**config.mk**
```make
export PLATFORM = sky130hd
export DESIGN_NAME = rx_dma_wmark_ctrl
export DESIGN_NICKNAME = d
export VERILOG_FILES = /design/src/rtl/rxwm_pkg.sv /design/src/rtl/rxwm_cfg_reg.sv /design/src/rtl/rxwm_trigger.sv /design/src/rtl/rxwm_req_fsm.sv /design/src/rtl/rx_dma_wmark_ctrl.sv
export SDC_FILE = /design/constraint.sdc
export NUM_CORES = 1
export LEC_CHECK = 0
export BUFFER_PORTS_ARGS = -buffer_cell sky130_fd_sc_hd__buf_4
export CAP_MARGIN = 10
export CORE_AREA = 3 3 40 42
export CTS_BUF_LIST = sky130_fd_sc_hd__clkbuf_16
export DETAILED_ROUTE_END_ITERATION = 8
export DIE_AREA = 0 0 43 45
export GPL_TIMING_DRIVEN = 1
export PLACE_DENSITY = 0.67
export SETUP_SLACK_MARGIN = 0.5
export SYNTH_ARGS = -nofsm -noshare
export SYNTH_HDL_FRONTEND = slang
export SYNTH_SLANG_ARGS = --single-unit
```
**constraint.sdc**
```tcl
create_clock -name clk -period 1.9 [get_ports clk]
set_input_delay 0.285 -clock clk [delete_from_list [all_inputs] [get_ports clk]]
set_output_delay 0.285 -clock clk [all_outputs]
set_load 0.01 [all_outputs]
```
**src/rtl/rxwm_pkg.sv**
```systemverilog
package rxwm_pkg;

  typedef logic [1:0] wm_code_t;

  typedef enum logic [1:0] {
    ST_IDLE  = 2'd0,
    ST_ARMED = 2'd1,
    ST_REQ   = 2'd2,
    ST_DONE  = 2'd3
  } rx_req_state_t;

  localparam wm_code_t WM_RESET_CODE = 2'b01;

  // Map a watermark code to a byte threshold; reserved code falls back to b1.
  function automatic int unsigned wm_bytes(wm_code_t c, int unsigned b0,
                                           int unsigned b1, int unsigned b2);
    case (c)
      2'b00:   return b0;
      2'b10:   return b2;
      default: return b1;
    endcase
  endfunction

  // Whether the minimum-length floor is in force for the current link mode.
  function automatic logic floor_active(logic fdx, logic runt_ok, logic pad_dis);
    return (!fdx && !runt_ok) || (fdx && pad_dis);
  endfunction

endpackage

```
**src/rtl/rxwm_cfg_reg.sv**
```systemverilog
module rxwm_cfg_reg
  import rxwm_pkg::*;
(
  input  logic     clk,
  input  logic     rst_n,
  input  logic     soft_rst,
  input  logic     halted,
  input  logic     suspended,
  input  logic     wr_en,
  input  wm_code_t wr_code,
  output wm_code_t code_q,
  output logic     wr_taken
);

  logic wr_window;

  assign wr_window = halted || suspended;
  assign wr_taken  = wr_en && wr_window && !soft_rst;

  always_ff @(posedge clk or negedge rst_n) begin
    if (!rst_n)        code_q <= WM_RESET_CODE;
    else if (soft_rst) code_q <= WM_RESET_CODE;
    else if (wr_taken) code_q <= wr_code;
  end

  AST_SOFT_RST_CODE: assert property (@(posedge clk) disable iff (!rst_n)
    soft_rst |=> (code_q == 2'b01));

  AST_WR_BLOCKED: assert property (@(posedge clk) disable iff (!rst_n)
    (!halted && !suspended && !soft_rst) |=> $stable(code_q));

  AST_WR_LANDS: assert property (@(posedge clk) disable iff (!rst_n)
    (wr_en && (halted || suspended) && !soft_rst) |=> (code_q == $past(wr_code)));

endmodule

```
**src/rtl/rxwm_trigger.sv**
```systemverilog
module rxwm_trigger
  import rxwm_pkg::*;
#(
  parameter int unsigned CNT_W     = 14,
  parameter int unsigned WM_CODE0  = 16,
  parameter int unsigned WM_CODE1  = 64,
  parameter int unsigned WM_CODE2  = 112,
  parameter int unsigned MIN_BYTES = 64
) (
  input  logic             clk,
  input  logic             rst_n,
  input  wm_code_t         code,
  input  logic [CNT_W-1:0] byte_cnt,
  input  logic             frame_done,
  input  logic             frame_ok,
  input  logic             full_duplex,
  input  logic             runt_accept,
  input  logic             fd_pad_dis,
  output logic             floor_on,
  output logic             wm_hit,
  output logic             done_hit,
  output logic             trigger
);

  localparam logic [CNT_W-1:0] FLOOR_CNT = CNT_W'(MIN_BYTES);

  logic [CNT_W-1:0] thr;
  logic             past_floor;
  logic             length_ok;

  assign thr        = CNT_W'(wm_bytes(code, WM_CODE0, WM_CODE1, WM_CODE2));
  assign floor_on   = floor_active(full_duplex, runt_accept, fd_pad_dis);
  assign past_floor = (byte_cnt >= FLOOR_CNT);
  assign length_ok  = !floor_on || past_floor;
  assign wm_hit     = (byte_cnt >= thr) && length_ok;
  assign done_hit   = frame_done && frame_ok && length_ok;
  assign trigger    = wm_hit || done_hit;

  AST_HALF_FLOOR: assert property (@(posedge clk) disable iff (!rst_n)
    (!full_duplex && !runt_accept && (byte_cnt < FLOOR_CNT)) |-> !trigger);

  AST_PAD_FLOOR: assert property (@(posedge clk) disable iff (!rst_n)
    (full_duplex && fd_pad_dis && (byte_cnt < FLOOR_CNT)) |-> !trigger);

  AST_SHORT_VALID: assert property (@(posedge clk) disable iff (!rst_n)
    (((full_duplex && !fd_pad_dis) || (!full_duplex && runt_accept))
      && frame_done && frame_ok) |-> trigger);

endmodule

```
**src/rtl/rxwm_req_fsm.sv**
```systemverilog
module rxwm_req_fsm
  import rxwm_pkg::*;
(
  input  logic          clk,
  input  logic          rst_n,
  input  logic          soft_rst,
  input  logic          frame_start,
  input  logic          trigger,
  input  logic          frame_done,
  input  logic          dma_ack,
  output logic          dma_req,
  output logic          drop_evt,
  output rx_req_state_t state
);

  rx_req_state_t nxt;

  always_comb begin
    nxt = state;
    if (frame_start) begin
      nxt = ST_ARMED;
    end else begin
      case (state)
        ST_ARMED: begin
          if (trigger)         nxt = ST_REQ;
          else if (frame_done) nxt = ST_DONE;
        end
        ST_REQ:   if (dma_ack) nxt = ST_DONE;
        default:  nxt = state;
      endcase
    end
  end

  always_ff @(posedge clk or negedge rst_n) begin
    if (!rst_n)        state <= ST_IDLE;
    else if (soft_rst) state <= ST_IDLE;
    else               state <= nxt;
  end

  assign dma_req  = (state == ST_REQ);
  assign drop_evt = (state == ST_ARMED) && !frame_start && !trigger && frame_done;

  AST_REQ_HOLD: assert property (@(posedge clk) disable iff (!rst_n)
    (dma_req && !dma_ack && !frame_start && !soft_rst) |=> dma_req);

  AST_ACK_CLEARS: assert property (@(posedge clk) disable iff (!rst_n)
    (dma_req && dma_ack) |=> !dma_req);

  AST_NO_REARM: assert property (@(posedge clk) disable iff (!rst_n)
    ((state == ST_DONE) && !frame_start) |=> !dma_req);

  AST_DROP_QUIET: assert property (@(posedge clk) disable iff (!rst_n)
    (drop_evt && !soft_rst) |=> (!dma_req && (state == ST_DONE)));

  AST_START_CLEARS: assert property (@(posedge clk) disable iff (!rst_n)
    frame_start |=> !dma_req);

  AST_IDLE_WAITS: assert property (@(posedge clk) disable iff (!rst_n)
    ((state == ST_IDLE) && !frame_start) |=> (state == ST_IDLE));

endmodule

```
**src/rtl/rx_dma_wmark_ctrl.sv**
```systemverilog
module rx_dma_wmark_ctrl
  import rxwm_pkg::*;
#(
  parameter int unsigned CNT_W     = 14,
  parameter int unsigned WM_CODE0  = 16,
  parameter int unsigned WM_CODE1  = 64,
  parameter int unsigned WM_CODE2  = 112,
  parameter int unsigned MIN_BYTES = 64
) (
  input  logic             clk,
  input  logic             rst_n,
  input  logic             soft_rst,
  input  logic             halted,
  input  logic             suspended,
  input  logic             cfg_wr_en,
  input  logic [1:0]       cfg_wr_code,
  output logic [1:0]       cfg_code,
  input  logic             frame_start,
  input  logic [CNT_W-1:0] byte_cnt,
  input  logic             frame_done,
  input  logic             frame_ok,
  input  logic             full_duplex,
  input  logic             runt_accept,
  input  logic             fd_pad_dis,
  input  logic             dma_ack,
  output logic             dma_req
);

  wm_code_t      code_q;
  logic          wr_taken;
  logic          floor_on;
  logic          wm_hit;
  logic          done_hit;
  logic          trigger;
  logic          drop_evt;
  rx_req_state_t req_state;

  rxwm_cfg_reg u_cfg (
    .clk       (clk),
    .rst_n     (rst_n),
    .soft_rst  (soft_rst),
    .halted    (halted),
    .suspended (suspended),
    .wr_en     (cfg_wr_en),
    .wr_code   (cfg_wr_code),
    .code_q    (code_q),
    .wr_taken  (wr_taken)
  );

  rxwm_trigger #(
    .CNT_W     (CNT_W),
    .WM_CODE0  (WM_CODE0),
    .WM_CODE1  (WM_CODE1),
    .WM_CODE2  (WM_CODE2),
    .MIN_BYTES (MIN_BYTES)
  ) u_trig (
    .clk         (clk),
    .rst_n       (rst_n),
    .code        (code_q),
    .byte_cnt    (byte_cnt),
    .frame_done  (frame_done),
    .frame_ok    (frame_ok),
    .full_duplex (full_duplex),
    .runt_accept (runt_accept),
    .fd_pad_dis  (fd_pad_dis),
    .floor_on    (floor_on),
    .wm_hit      (wm_hit),
    .done_hit    (done_hit),
    .trigger     (trigger)
  );

  rxwm_req_fsm u_fsm (
    .clk         (clk),
    .rst_n       (rst_n),
    .soft_rst    (soft_rst),
    .frame_start (frame_start),
    .trigger     (trigger),
    .frame_done  (frame_done),
    .dma_ack     (dma_ack),
    .dma_req     (dma_req),
    .drop_evt    (drop_evt),
    .state       (req_state)
  );

  assign cfg_code = code_q;

  AST_RESERVED_AS_64: assert property (@(posedge clk) disable iff (!rst_n)
    ((code_q == 2'b11) && !floor_on && !frame_done) |-> (wm_hit == (byte_cnt >= CNT_W'(WM_CODE1))));

  AST_LOW_MARK: assert property (@(posedge clk) disable iff (!rst_n)
    ((code_q == 2'b00) && !floor_on && (byte_cnt >= CNT_W'(WM_CODE0))) |-> wm_hit);

  AST_CFG_QUIET_WRITE: assert property (@(posedge clk) disable iff (!rst_n)
    (!wr_taken && !soft_rst) |=> $stable(cfg_code));

  AST_DONE_HIT_VALID: assert property (@(posedge clk) disable iff (!rst_n)
    done_hit |-> (frame_done && frame_ok));

  AST_DROP_NO_TRIG: assert property (@(posedge clk) disable iff (!rst_n)
    drop_evt |-> !(wm_hit || done_hit));

endmodule

```
# Yosys cells after proc, flatten, opt, wreduce, memory -nomap -nowiden
# Cells that the tools add are included.
# W data, S select, Z words.
[totals] regBits=4 in_bits=29 out_inout_bits=3
[op_classes] magnitude_cmp=2 n_eq_ne=5 mux=9 reduce_logical=19
[ops] cell="$ge A14 B7 Y1" n=1
[ops] cell="$ge A14 B7 Y1 const B" n=1
[ops] cell="$mux W2" n=7
[ops] cell="$pmux W7 S2" n=1
[ops] cell="$logic_and A1 B1 Y1" n=7
[ops] cell="$ne A5 B5 Y1 const B" n=1
[ops] cell="$eq A2 B2 Y1 const B" n=2
[ops] cell="$logic_not A1 Y1" n=4
[ops] cell="$logic_or A1 B1 Y1" n=4
[ops] cell="$ne A4 B4 Y1 const B" n=1
[ops] cell="$pmux W2 S2" n=1
[ops] cell="$reduce_bool A4 Y1" n=1
[ops] cell="$reduce_and A3 Y1" n=1
[ops] cell="$eq A2 B1 Y1 const B" n=1
[ops] cell="$logic_not A2 Y1" n=1
[ops] cell="$reduce_bool A2 Y1" n=1

# Longest topological paths before layout
# Gate-level depths: netlist (run 1).
[logic_depth] depth_word=11 ltp_mapped=8 mapped_depth_nobuf=8

# Cells and area by module
# From an unflattened synthesis (run 1), not the netlist that was laid out.
[hier_totals] cells_unflattened=49 hier_area_um2=436.7
[by_module_without_submodules] module="rxwm_trigger" instances=1 cells_each=24 area_per_inst_um2=182.7 seq_area_each_um2=0.0
[by_module_without_submodules] module="rxwm_req_fsm" instances=1 cells_each=15 area_per_inst_um2=148.9 seq_area_each_um2=50.0
[by_module_without_submodules] module="rxwm_cfg_reg" instances=1 cells_each=10 area_per_inst_um2=105.1 seq_area_each_um2=51.3

# Worst setup path after synthesis (run 1)
# Ideal clock, no wire load.
[synth_path] kind="register -> register" startpoint="reg u_cfg.code_q[0]" endpoint="reg u_fsm.state[0]" setup_ps=94 t_arrival_ps=1833 t_required_ps=1806 setup_slack_ps=-26 path_stages_with_launch=8 synth_period_minus_slack_ps=1926 path_cell_list="dfstp_2 -> inv_1 -> ha_1 -> nor4bb_1 -> a221oi_2 -> a31oi_2 -> nand2_1 -> a221oi_2"
[synth_between] elab_chain_cells=9
[synth_rtl] item="start, declared" line="rxwm_cfg_reg.sv:11" text="output wm_code_t code_q,"
[synth_rtl] item="start signal, assigned" line="rxwm_cfg_reg.sv:23" text="else if (wr_taken) code_q <= wr_code;"
[synth_rtl] item="$eq A2 B2 Y1 / $logic_not A2 Y1 (equally long branches)" line="rxwm_pkg.sv:17" text="case (c)"
[synth_rtl] item="$pmux W7 S2 (*)" line="rxwm_pkg.sv:17"
[synth_rtl] item="$ge A14 B7 Y1 (*)" line="rxwm_trigger.sv:35" text="assign wm_hit = (byte_cnt >= thr) && length_ok;"
[synth_rtl] item="$logic_and A1 B1 Y1 (*)" line="rxwm_trigger.sv:35"
[synth_rtl] item="$logic_or A1 B1 Y1 (*)" line="rxwm_trigger.sv:37" text="assign trigger = wm_hit || done_hit;"
[synth_rtl] item="$mux W2" line="rxwm_req_fsm.sv:25" text="if (trigger) nxt = ST_REQ;"
[synth_rtl] item="$pmux W2 S2" line="rxwm_req_fsm.sv:23" text="case (state)"
[synth_rtl] item="$mux W2" line="rxwm_req_fsm.sv:20" text="if (frame_start) begin"
[synth_rtl] item="$mux W2" line="rxwm_req_fsm.sv:36" text="else if (soft_rst) state <= ST_IDLE;"
[synth_rtl] item="end signal, assigned" line="rxwm_req_fsm.sv:37" text="else state <= nxt;"
[synth_rtl] item="end, declared" line="rxwm_req_fsm.sv:13" text="output rx_req_state_t state"
# Every way passes the cells marked *; elsewhere a longest branch is shown, timed or not.
# A chain may end at the register's enable or synchronous reset.

# Worst setup path after layout (run 1)
# Same ends and word-level chain as after synthesis.

==> results summary, run 1 <==
The arrival time of the worst setup path is roughly 2.0 ns. Dividing the detail-routed via count by the number of cells gives around 4.8. Once layout is complete, the cells apart from fillers number 100. Sorting the synthesized cells by how often they occur yields ha_1 (5), inv_1 (5), nand2_1 (4), nor2_1 (4), dfrtp_1 (3). The width of the die is approximately 43 um. Among all flip-flop cells after synthesis, the most frequent one is dfrtp_1. Clock tree synthesis found a total of 4 sinks.

The maximum level of the CTS H-tree came out at 1. The overall die area is approximately 1900 um2. The initial antenna violation count came out at 0. The worst relative slew slack is 0.745.

The launching element type of the critical path is a flop. The count of yosys warnings during synthesis came out at 0. No sink is reached through more buffers than the 2 on the longest clock path. The worst path needs ~1.9 ns of the cycle, external delays included. The final core utilization is 0.676. The depth of the most critical reg-to-reg path is 8.

The reg2reg setup slack is 0.04 ns. The cell at the root of the clock tree is clkbuf_16. The worst reg2reg path startpoint is u_cfg.code_q[0]. The routed wire length came out at 1.12 mm.

The post-detailed-route count of antenna-violating nets is 0. The design draws 0.000586 W. Synthesis produced a netlist whose cell count is 44.

The maximum fanout count along the critical path is 3. STA classifies the critical path endpoint as a flop. The number of placed instances with taps included came out at 94. The max-cap violation count came out at 0. The fraction of final layout cells sized beyond drive strength 1 is 0.624. Following the worst setup path forward leads to its endpoint at u_fsm.state[0]. The cell taking the most area after synthesis is dfrtp_1. Setup violations remaining at the end of the flow were counted as 0.

The number of nets in the synthesized netlist is just under 80. The worst clock skew on the final layout came out at 0.00534 ns. The first-pass GRT wire length came out at 1.93 mm. Port buffering added 31 buffers. Buffers inserted during clock tree synthesis total 3. The total global routing overflow is 0. The highest achievable clock rate came out at roughly 540 MHz. The final layout contains 120 nets. The run finished with clean final reports.

The floorplan row count is 13. The post-detailed-route DRC marker count is 0. The placed cell area is 703 um2. Summed over all nets, the half-perimeter wirelength after detailed placement is ~980 um. At the later pin of the worst-skew pair, clock insertion delay measures 0.22 ns. The beginning of the critical path is u_cfg.code_q[0]. Yosys attributes the largest share of cell area to dfrtp_1 (18%), ha_1 (15%), a221oi_2 (7.4%). The power density over the cells is around 670 nW/um2.

In this run the standard cell core region covers 1280 um2. The final weighted congestion in routability-driven placement came out at approximately 0.73. Dividing the final minimum period by the clock period gives 0.981. The finished cells cover about 870 um2. The number of global-route vias before repair is between 500 and 600. The I/O pin count is 32.

The post-synth design cell area came out at just over 400 um2. TritonCTS built the clock tree. Counting flops with an async set or reset pin after synthesis yields a share of 1.00. In this run the vertical extent of the chip is approximately 45 um. The share of synthesized area in the top cell type comes to 0.185. The static leakage came out at 0.412 nW. 0 antenna diodes ended up in the layout.

The worst ir drop on vdd is ~0.82 mV. Setup repair after global routing could not meet its margin everywhere. The initial utilization of the core area, before any placement, comes to 0.316.

The total iterations of the first detailed-routing run is 3. Yosys mapped the design onto 23 distinct sky130hd cell types. The proportion of synthesized chip area in sequential cells is 0.249. The pin slew with the least headroom to its limit is around 0.38 ns. For this block, the initial DRC count from the detailed router was 1.

In the global route stage, overall resource usage came out at 0.135. The worst register-to-register path ends at u_fsm.state[0]. The clock-pin slew on the worst setup and hold paths came out at roughly 0.03 ns. The min-delay analysis places its worst path in the category input port to flop. The number of vias after detailed routing is 480.

The number of synthesized flops with an enable pin came out at 0. The flop and latch count out of synthesis came out at 4. The area overhead of the layout relative to synthesis came out at 114%.

The number of hold violations in the final report came out at 0. Entering global routing, the biggest net connects 5 pins. The post-synthesis average cell area came out at around 9.2 um2. By startpoint and endpoint, the worst setup path is classified as flop to flop. The mean routed wirelength per cell is 11.2 um. The required time reported for the critical path endpoint came out at 2.03 ns. The total count of max-transition violations in the final report is 0.
-- state kept, by name, indices dropped and copies added (netlist names) --
signal        count
u_fsm.state       2
u_cfg.code_q      2
-- power by group --
group          internal, W  total [W]  switching [W]
combinational    0.0000917   0.000155      0.0000629
sequential       0.0000950   0.000103     0.00000803
clock             0.000271   0.000328      0.0000567
-- metal layers --
| layer | GRT usage | vias to the layer above | part of all wire |
|---|---|---|---|
| li1 | - | 242 | - |
| met1 | 0.133 | 218 | 0.33 |
| met2 | 0.257 | 20 | 0.58 |
| met3 | 0.0598 | 0 | 0.092 |
| met4 | 0.0361 | 0 | 0 |
| met5 | 0 | - | 0 |
-- kinds of logic (layout without fill, tap and decap cells) --
group	count (synthesis)	after routing	share of synthesized area
buffers and inverters	5	46	0.0462
adder cells (fa/ha/maj)	5	5	0.154
AND/OR/NAND/NOR	20	20	0.286
AO/OA/AOI/OAI	9	9	0.240
multiplexers	1	1	0.0246
flip-flops	4	4	0.249
-- cell usage in the layout, fill, tap and decap left out --
cell / Yosys / routed
inv_2: 0 / 1
o21ai_0: 2 / 2
nor4b_4: 0 / 1
nor2_1: 4 / 3
a221oi_2: 2 / 1
or3_1: 1 / 1
buf_4: 0 / 35
clkbuf_16: 0 / 3
nor4bb_4: 0 / 1
a21oi_1: 1 / 1
a221oi_4: 0 / 1
nand2_1: 4 / 3
buf_6: 0 / 1
a2111oi_4: 1 / 1
dlygate4sd3_1: 0 / 1
nor3_1: 2 / 2
a31oi_4: 0 / 1
or2_4: 1 / 1
nor2_2: 0 / 1
mux2i_1: 1 / 1
a211oi_1: 1 / 1
nand2_2: 0 / 1
nand2b_1: 2 / 2
ha_1: 5 / 3
nor4_1: 1 / 1
inv_1: 5 / 5
or4_4: 1 / 1
o21ai_1: 1 / 1
dfrtp_1: 3 / 3
dfstp_2: 1 / 1
ha_4: 0 / 2
nor2b_1: 2 / 2
-- cell type report --
| cell class | count | area (um2) |
|---|---|---|
| multi-input cells | 35 | 367 |
| flip-flops and latches | 4 | 101 |
| well taps | 15 | 18.8 |
| repair buffers | 37 | 284 |
| clock buffers | 3 | 75.1 |
| inverters | 5 | 18.8 |
| clock inverters | 1 | 3.75 |
| fillers | 119 | 417 |
-- critical path: stages (launching register included) --
cell and delay, ns:
dfstp_2 0.55, inv_2 0.06, nand2_2 0.08, ha_4 0.20, nor4b_4 0.13, buf_4 0.13
a221oi_4 0.25, a31oi_4 0.14, a221oi_2 0.24
-- worst min path at each step --
stage	startpoint	end	cells after the start
after floorplan	rst_n	u_cfg.code_q[1]	0
after global placement	rst_n	u_cfg.code_q[1]	1
after detailed placement	rst_n	u_cfg.code_q[1]	1
after CTS	frame_start	u_fsm.state[1]	2
after global routing	frame_start	u_fsm.state[1]	2
final	soft_rst	u_fsm.state[0]	2
-- metrics by stage --
stage | setup WS [ns] | TNS (ns) | hold slack [ns]
finish | 0.0356 | 0 | 0.240
global route | -0.0528 | -0.0992 | 0.232
CTS | 0.0375 | 0 | 0.241
detailed placement | -0.0524 | -0.0771 | 0.0838
global placement | 0.0121 | 0 | 0.0844
floorplan | 0.0743 | 0 | -0.0106
-- timing repair --
item,in CTS,in global routing
pin swaps,6,0
setup buffers,1,0
hold buffers,1,0
resized for setup,7,3
hold endpoints to repair,3,0
setup endpoints to repair,2,2
No activity file was read; power rests on OpenSTA's default activity.
==> run 2: changes to the inputs <==
- ABC_AREA: default -> 1
- CORE_AREA: 3 3 40 42 -> default
- CORE_MARGIN: default -> 3
- CORE_UTILIZATION: default -> 36
- DIE_AREA: 0 0 43 45 -> default
- MAX_ROUTING_LAYER: default -> met4
- PLACE_DENSITY: 0.67 -> 0.73
==> results summary, run 2 <==
The period utilization came to 0.879 (-0.102). Setup repair after global routing could not meet its margin everywhere. The time the worst path needs with I/O delays and setup is 1.67 ns (-0.194 ns). The number of nets in the finished design is 146 (+22%).

The area overhead of the layout relative to synthesis came out at 70.0%. The worst relative slew slack came out at 0.805 (+0.0603). The async set-reset flop share out of synthesis is 1.00 (unchanged). The insertion delay of the later-clocked pin in the worst-skew pair was 0.23 ns (about the same). The final weighted congestion in routability-driven placement came out at 0.728 (-0.22%).

The commonest register cell after synthesis is dfrtp_1. The clock-pin slew on the worst setup and hold paths is 0.03 ns (about the same). The area of the placeable core came to 1190 um2 (-7.7%).

The routed wire length is 1.25 mm (+11%). The number of buffers inserted to repair setup after CTS is 0 (-1). The post-cts resize count is 0 (-7).

The worst clock skew on the final layout came out at 0.00403 ns (-0.00131 ns). The pin slew with the least headroom to its limit came out at 0.290 ns (-0.0886 ns). The maximum level of the CTS H-tree is 1 (unchanged). The total of buffers placed on input and output ports came out at 31 (unchanged). The worst hold slack came out at 0.281 ns (+0.0414 ns). The final core utilization came out at 0.694 (+0.0183).

The floorplan row count came out at 12 (-1). The depth of the most critical reg-to-reg path is 13 (+5). The flop and latch count out of synthesis is 4 (unchanged). The initial antenna violation count was 0 (unchanged). The instance count along the most critical hold path was 2 (unchanged). In the final layout, the registers with the most flip-flops are u_cfg.code_q (2), u_fsm.state (2). Leaving out fill and tap cells, the most frequent cells in the layout are buf_4 (31), nand2_1 (17), inv_1 (16).

The endpoint type of the worst setup path is a flop. The reg2reg setup slack came out at 0.23 ns (+0.19 ns). The mean routed wirelength per cell came out at 10.0 um (-11%). The most common library cell in the layout ignoring fill and taps is buf_4. The average vias per placed instance came out at 4.34 (-9.5%). The required time reported for the critical path endpoint came to 2.01 ns (-0.02 ns). The number of nets in the synthesized netlist came out at 109 (+40%). The max-cap violation count came out at 0 (unchanged). The initial standard-cell utilization of the core came to 0.408 (+0.0918). The width of the die came out at 42.7 um (-0.76%). The number of setup violations in the final report came out at 0 (unchanged).

The number of buffers inserted during clock tree synthesis is 3 (unchanged). The aggregate negative setup slack is 0 ns (unchanged). The biggest area contributor in the post-synthesis netlist is dfrtp_1.

The total iterations of the first detailed-routing run is 3 (unchanged). The number of synthesized flops with an enable pin is 0 (unchanged). In the post-synthesis netlist, the cell with the most instances is nand2_1. The power density over the cells came out at 690 nW/um2 (+2.3%). The count of cell types in the netlist came out at 16 (-30%). The first-pass GRT wire length came out at 2.20 mm (+14%). The all-layer global routing usage came to 0.160 (+0.0245). The arrival time of the worst setup path is 1.78 ns (-0.22 ns). The post-detailed-route count of antenna-violating nets is 0 (unchanged). The number of buffers between clock root and the deepest sink is 2 (unchanged). The proportion of synthesized chip area in sequential cells came out at 0.209 (-0.0399). The maximum fanout count along the critical path is 3 (unchanged). The count of yosys warnings during synthesis came out at 0 (unchanged). The post-synth design cell area came out at 484 um2 (+19%).

The number of hold violations in the final report was 0 (unchanged). The run finished with clean final reports. The worst hold path belongs to the class input port to flop.

The pin count of the biggest net entering global routing came out at 6 (+1). The total global routing overflow came out at 0 (unchanged). Ranked by total cell area, the synthesized netlist is headed by dfrtp_1 (16%), nand2_1 (13%), ha_1 (13%). The post-detailed-route DRC marker count was 0 (unchanged). The floorplan die height is 42.7 um (-5.2%). The overall die area is 1820 um2 (-5.9%). The critical path class is flop to flop. The final HPWL from detailed placement came out at 1.05 mm (+7.9%). The final worst-path setup slack was 0.230 ns (+0.194 ns). The static leakage came to 0.493 nW (+20%).

Clock tree synthesis selected as its root buffer the cell clkbuf_16. The post-synthesis cell count came out at 75 (+70%). The worst ir drop on vdd is 0.591 mV (-28%). The final total power came out at 0.000568 W (-3.0%). The CTS tree is built. The post-synthesis average cell area was 6.46 um2 (-30%). The number of vias after detailed routing came out at 543 (+13%).

The number of global-route vias before repair is 559 (+8.8%). The worst slack at placement was 0.229 ns (+0.282 ns). The number of antenna diodes came out at 0 (unchanged).

The fraction of synthesized cell area taken by the top area cell type is 0.155 (-0.0296). By count the netlist is led by nand2_1 (17), inv_1 (15), nor2_1 (15). The number of DRC markers after the initial detailed-route iteration is 6 (+5). The fraction of final layout cells sized beyond drive strength 1 is 0.396 (-0.227). The highest achievable clock rate is 599 MHz (+12%). The I/O pin count is 32 (unchanged).

The total clock sinks came out at 4 (unchanged). The total count of max-transition violations in the final report came out at 0 (unchanged). STA classifies the critical path startpoint as a flop.
## run 2: cell types whose count changed after synthesis, moves of 2 or more
cell | before | now
nand2_1 | 4 | 17
nor2_1 | 4 | 15
inv_1 | 5 | 15
nand2_2 | 0 | 4
a21oi_1 | 1 | 4
nand3_1 | 0 | 3
a221oi_2 | 2 | 0
nand2b_1 | 2 | 0
nor2b_1 | 2 | 0
nor3_1 | 2 | 0
## run 2: path summary, 6_finish.rpt
kind,from,end
max,u_cfg.code_q[0],u_fsm.state[0]
min,soft_rst,u_cfg.code_q[1]
max reg2reg,u_cfg.code_q[0],u_fsm.state[0]
min reg2reg,u_fsm.state[1],u_fsm.state[1]
max in group asynchronous,rst_n,u_cfg.code_q[0]
min in group asynchronous,rst_n,u_cfg.code_q[1]
## run 2: per-stage QoR
step,std cells,instance area [um2]
final,125,823
after global routing,125,823
after CTS,125,823
after detailed placement,120,734
after global placement,120,734
after floorplan,75,484
## run 2: power breakdown
| part | switching, W | leakage (nW) | total [W] | internal, W |
|---|---|---|---|---|
| sequential | 0.00000679 | 0.0497 | 0.000101 | 0.0000939 |
| combinational | 0.0000586 | 0.401 | 0.000129 | 0.0000708 |
| clock | 0.0000657 | 0.0423 | 0.000338 | 0.000272 |
## run 2: metal layers
metal | track usage | part of all wire | wire length (um) | vias to the layer above
met5 | - | 0 | 0 | -
met3 | 0.0297 | 0.062 | 77 | 2
met2 | 0.263 | 0.50 | 624 | 19
met4 | 0.0559 | 0.011 | 14 | 0
li1 | - | - | - | 298
met1 | 0.192 | 0.43 | 534 | 224
## run 2: worst max-delay path, cell delays in order (launching register included)
cell and delay, ns:
dfstp_2 0.53, nor2_1 0.04, ha_1 0.29, inv_1 0.04
nor2_1 0.08, nand2_1 0.05, nor2_1 0.10, nor2_1 0.05
nand2_1 0.08, nand2_2 0.07, nand2_2 0.07, nand2_2 0.05
nand2_1 0.05, nand2_1 0.06
## run 2: cells by family after synthesis
kind of cell,synth area share
flops,0.209
fa+ha+maj,0.129
compound gates,0.114
simple gates,0.416
buf+inv,0.132
## run 2: repair_timing
action | CTS | global route
setup endpoints to repair | 2 | 2
hold endpoints to repair | 3 | 0
hold buffers | 1 | 0
pin swaps | 0 | 1
## run 2: area by class of cell
class | count | area (um2)
Clock buffer | 3 | 75.1
Clock inverter | 1 | 3.75
Fill cell | 95 | 363
Inverter | 17 | 63.8
Multi-Input combinational cell | 54 | 319
Sequential cell | 4 | 101
Tap cell | 14 | 17.5
Timing Repair Buffer | 32 | 243
==> run 3: changes to the inputs <==
- GPL_TIMING_DRIVEN: 1 -> 0
- PLACE_DENSITY: 0.73 -> 0.72
==> results summary, run 3 (same netlist as run 2, synthesis figures left out) <==
The flow ran to the end, and the final reports show no timing, DRC or antenna violations. The number of global-route vias before repair came out at 550 (-1.6%). The global-route met1 utilization was 0.148 (-0.0439). The total of buffers placed on input and output ports is 31 (unchanged). The maximum fanout count along the critical path is 3 (unchanged). The area of the placeable core is 1190 um2 (unchanged). The time the worst path needs with I/O delays and setup was 1.65 ns (-0.0161 ns).

The multi-input logic area came out at 322 um2 (+0.78%). The routing usage on met3 was 0.0593 (+0.0297). The period utilization is 0.871 (-0.00846). The final HPWL from detailed placement came out at 1.01 mm (-4.1%).

The launching element type of the critical path is a flop. The number of buffers between clock root and the deepest sink came out at 2 (unchanged). The total count of max-transition violations in the final report is 0 (unchanged). Walking the worst path, the cells encountered are nor2_2 > ha_1 > inv_1 > nor2_1 > nand2_1 > nor2_1 > nor2_1 > nand2_1 > nand2_2 > nand2_2 > nand2_2 > nand2_1 > nand2_1.

The average vias per placed instance came to 4.49 (+3.3%). The max-cap violation count was 0 (unchanged). The number of vias after detailed routing is 561 (+3.3%). The number of buffers inserted during clock tree synthesis is 3 (unchanged). The total global routing overflow came to 0 (unchanged).

The static leakage came out at 0.493 nW (about the same). By startpoint and endpoint, the worst setup path is classified as flop to flop. The top cell types in the final layout, fill and taps aside, are buf_4 (31), nand2_1 (17), inv_1 (16).

The floorplan row count is 12 (unchanged). The path class of the tightest hold or removal check is input port to flop. The initial antenna violation count is 0 (unchanged).

For this design, the slowest cell found on the critical path is dfstp_2. The number of antenna diodes is 0 (unchanged). The final weighted congestion in routability-driven placement is 0.668 (-8.2%).

Setup repair after global routing could not meet its margin everywhere. The number of nets in the finished design is 146 (unchanged). The maximum level of the CTS H-tree was 1 (unchanged). In this run the most used layer during global routing was met2. The width of the die came out at 42.7 um (unchanged). The number of non-filler instances in the completed layout is 125 (unchanged). The arrival time of the worst setup path is 1.77 ns (about the same). The clock-pin slew on the worst setup and hold paths came to 0.03 ns (about the same). The pin slew with the least headroom to its limit was 0.291 ns (+0.000822 ns).

The worst stage delay on the critical path came out at 0.54 ns (about the same). The number of DRC markers after the initial detailed-route iteration came out at 4 (-2). The required time reported for the critical path endpoint came out at 2.01 ns (about the same). The worst ir drop on vdd is 0.728 mV (+23%). The number of fillers in the final layout is 117 (+23%).

The post-detailed-route count of antenna-violating nets was 0 (unchanged). TritonCTS built the clock tree. The initial standard-cell utilization of the core came out at 0.408 (unchanged).

In this design, the largest share of critical-path delay is due to simple AND/OR/NAND/NOR gates. The overall die area is 1820 um2 (unchanged). The number of buffers and inverters on the critical path is 1 (unchanged). The final total power is 0.000565 W (-0.46%). The routed wire length is 1.29 mm (+3.3%). The insertion delay of the later-clocked pin in the worst-skew pair is 0.23 ns (about the same). The total iterations of the first detailed-routing run is 3 (unchanged). The fraction of final layout cells sized beyond drive strength 1 came out at 0.405 (+0.00901). The highest achievable clock rate came out at 605 MHz (+0.97%).

The aggregate negative setup slack is 0 ns (unchanged). The register area is 101 um2 (unchanged). The number of hold violations in the final report came out at 0 (unchanged). The endpoint type of the worst setup path is a flop. The post-detailed-route DRC marker count is 0 (unchanged).

The number of placed instances with taps included is 120 (unchanged). The worst relative slew slack was 0.805 (about the same). The largest registers in the layout are u_cfg.code_q (2), u_fsm.state (2).

The cell sitting at the root of the clock tree is a clkbuf_16. The power density over the cells came out at 685 nW/um2 (-0.77%). The mean routed wirelength per cell came to 10.3 um (+3.3%). The routing usage on met2 is 0.275 (+0.0120). The worst clock skew on the final layout came out at 0.00533 ns (+0.00130 ns).

The floorplan die height came to 42.7 um (unchanged). The number of setup violations in the final report is 0 (unchanged). The cell type with the highest occurrence count on the critical path is nand2_1. The I/O pin count is 32 (unchanged). Leaving out fill and tap cells, the most frequent cell in the layout is buf_4. The area overhead of the layout relative to synthesis came out at 70.5%. The total clock sinks is 4 (unchanged). The first-pass GRT wire length was 2.10 mm (-4.4%). The all-layer global routing usage is 0.159 (-0.00103). The pin count of the biggest net entering global routing came out at 6 (unchanged).
[run 3: cell count changes in the layout (fill, tap and decap cells not counted)]
cell and change:
nor2_2 +1, nor2_1 -1
[run 3: timing repair]
action,4_1_cts,5_1_grt
setup buffers,0,0
setup endpoints to repair,2,2
gates resized for setup,1,0
hold buffers,1,0
pin swaps,0,1
endpoints found under the hold margin,3,0
[run 3: final timing paths]
check	startpoint	to	slack, ns	cells after the start
max	u_cfg.code_q[0]	u_fsm.state[0]	0.25	13
min reg2reg	u_fsm.state[1]	u_fsm.state[1]	0.51	2
min	soft_rst	u_cfg.code_q[1]	0.28	2
min in group asynchronous	rst_n	u_fsm.state[1]	0.43	2
max in group asynchronous	rst_n	u_cfg.code_q[0]	1.28	2
max reg2reg	u_cfg.code_q[0]	u_fsm.state[0]	0.25	13
[run 3: layout make-up]
| type | count | share of cell area |
|---|---|---|
| timing repair buffer | 32 | 0.294 |
| multi-input combinational | 54 | 0.389 |
| inverter | 17 | 0.0773 |
| clock buffer | 3 | 0.0909 |
| tap | 14 | 0.0212 |
| clock inverter | 1 | 0.00455 |
| sequential | 4 | 0.123 |
[run 3: where the power goes]
part	total (W)	internal, W	switching, W
clock network	0.000334	0.000272	0.0000619
logic	0.000131	0.0000711	0.0000600
registers	0.000101	0.0000941	0.00000658
total	0.000565	0.000437	0.000128
[run 3: layer usage]
layer,part of all wire,up-vias
li1,-,298
met1,0.40,233
met2,0.48,24
met3,0.090,6
met4,0.029,0
met5,0,-
[run 3: metrics by stage]
step / worst slack (ns) / instance area [um2] / hold slack (ns) / utilization
after floorplan: 0.318 / 484 / -0.0106 / -
after global placement: 0.239 / 734 / 0.0805 / 0.619
after detailed placement: 0.239 / 734 / 0.0824 / 0.619
after CTS: 0.238 / 826 / 0.277 / 0.696
after global routing: 0.0861 / 826 / 0.297 / 0.696
final: 0.246 / 826 / 0.280 / 0.696
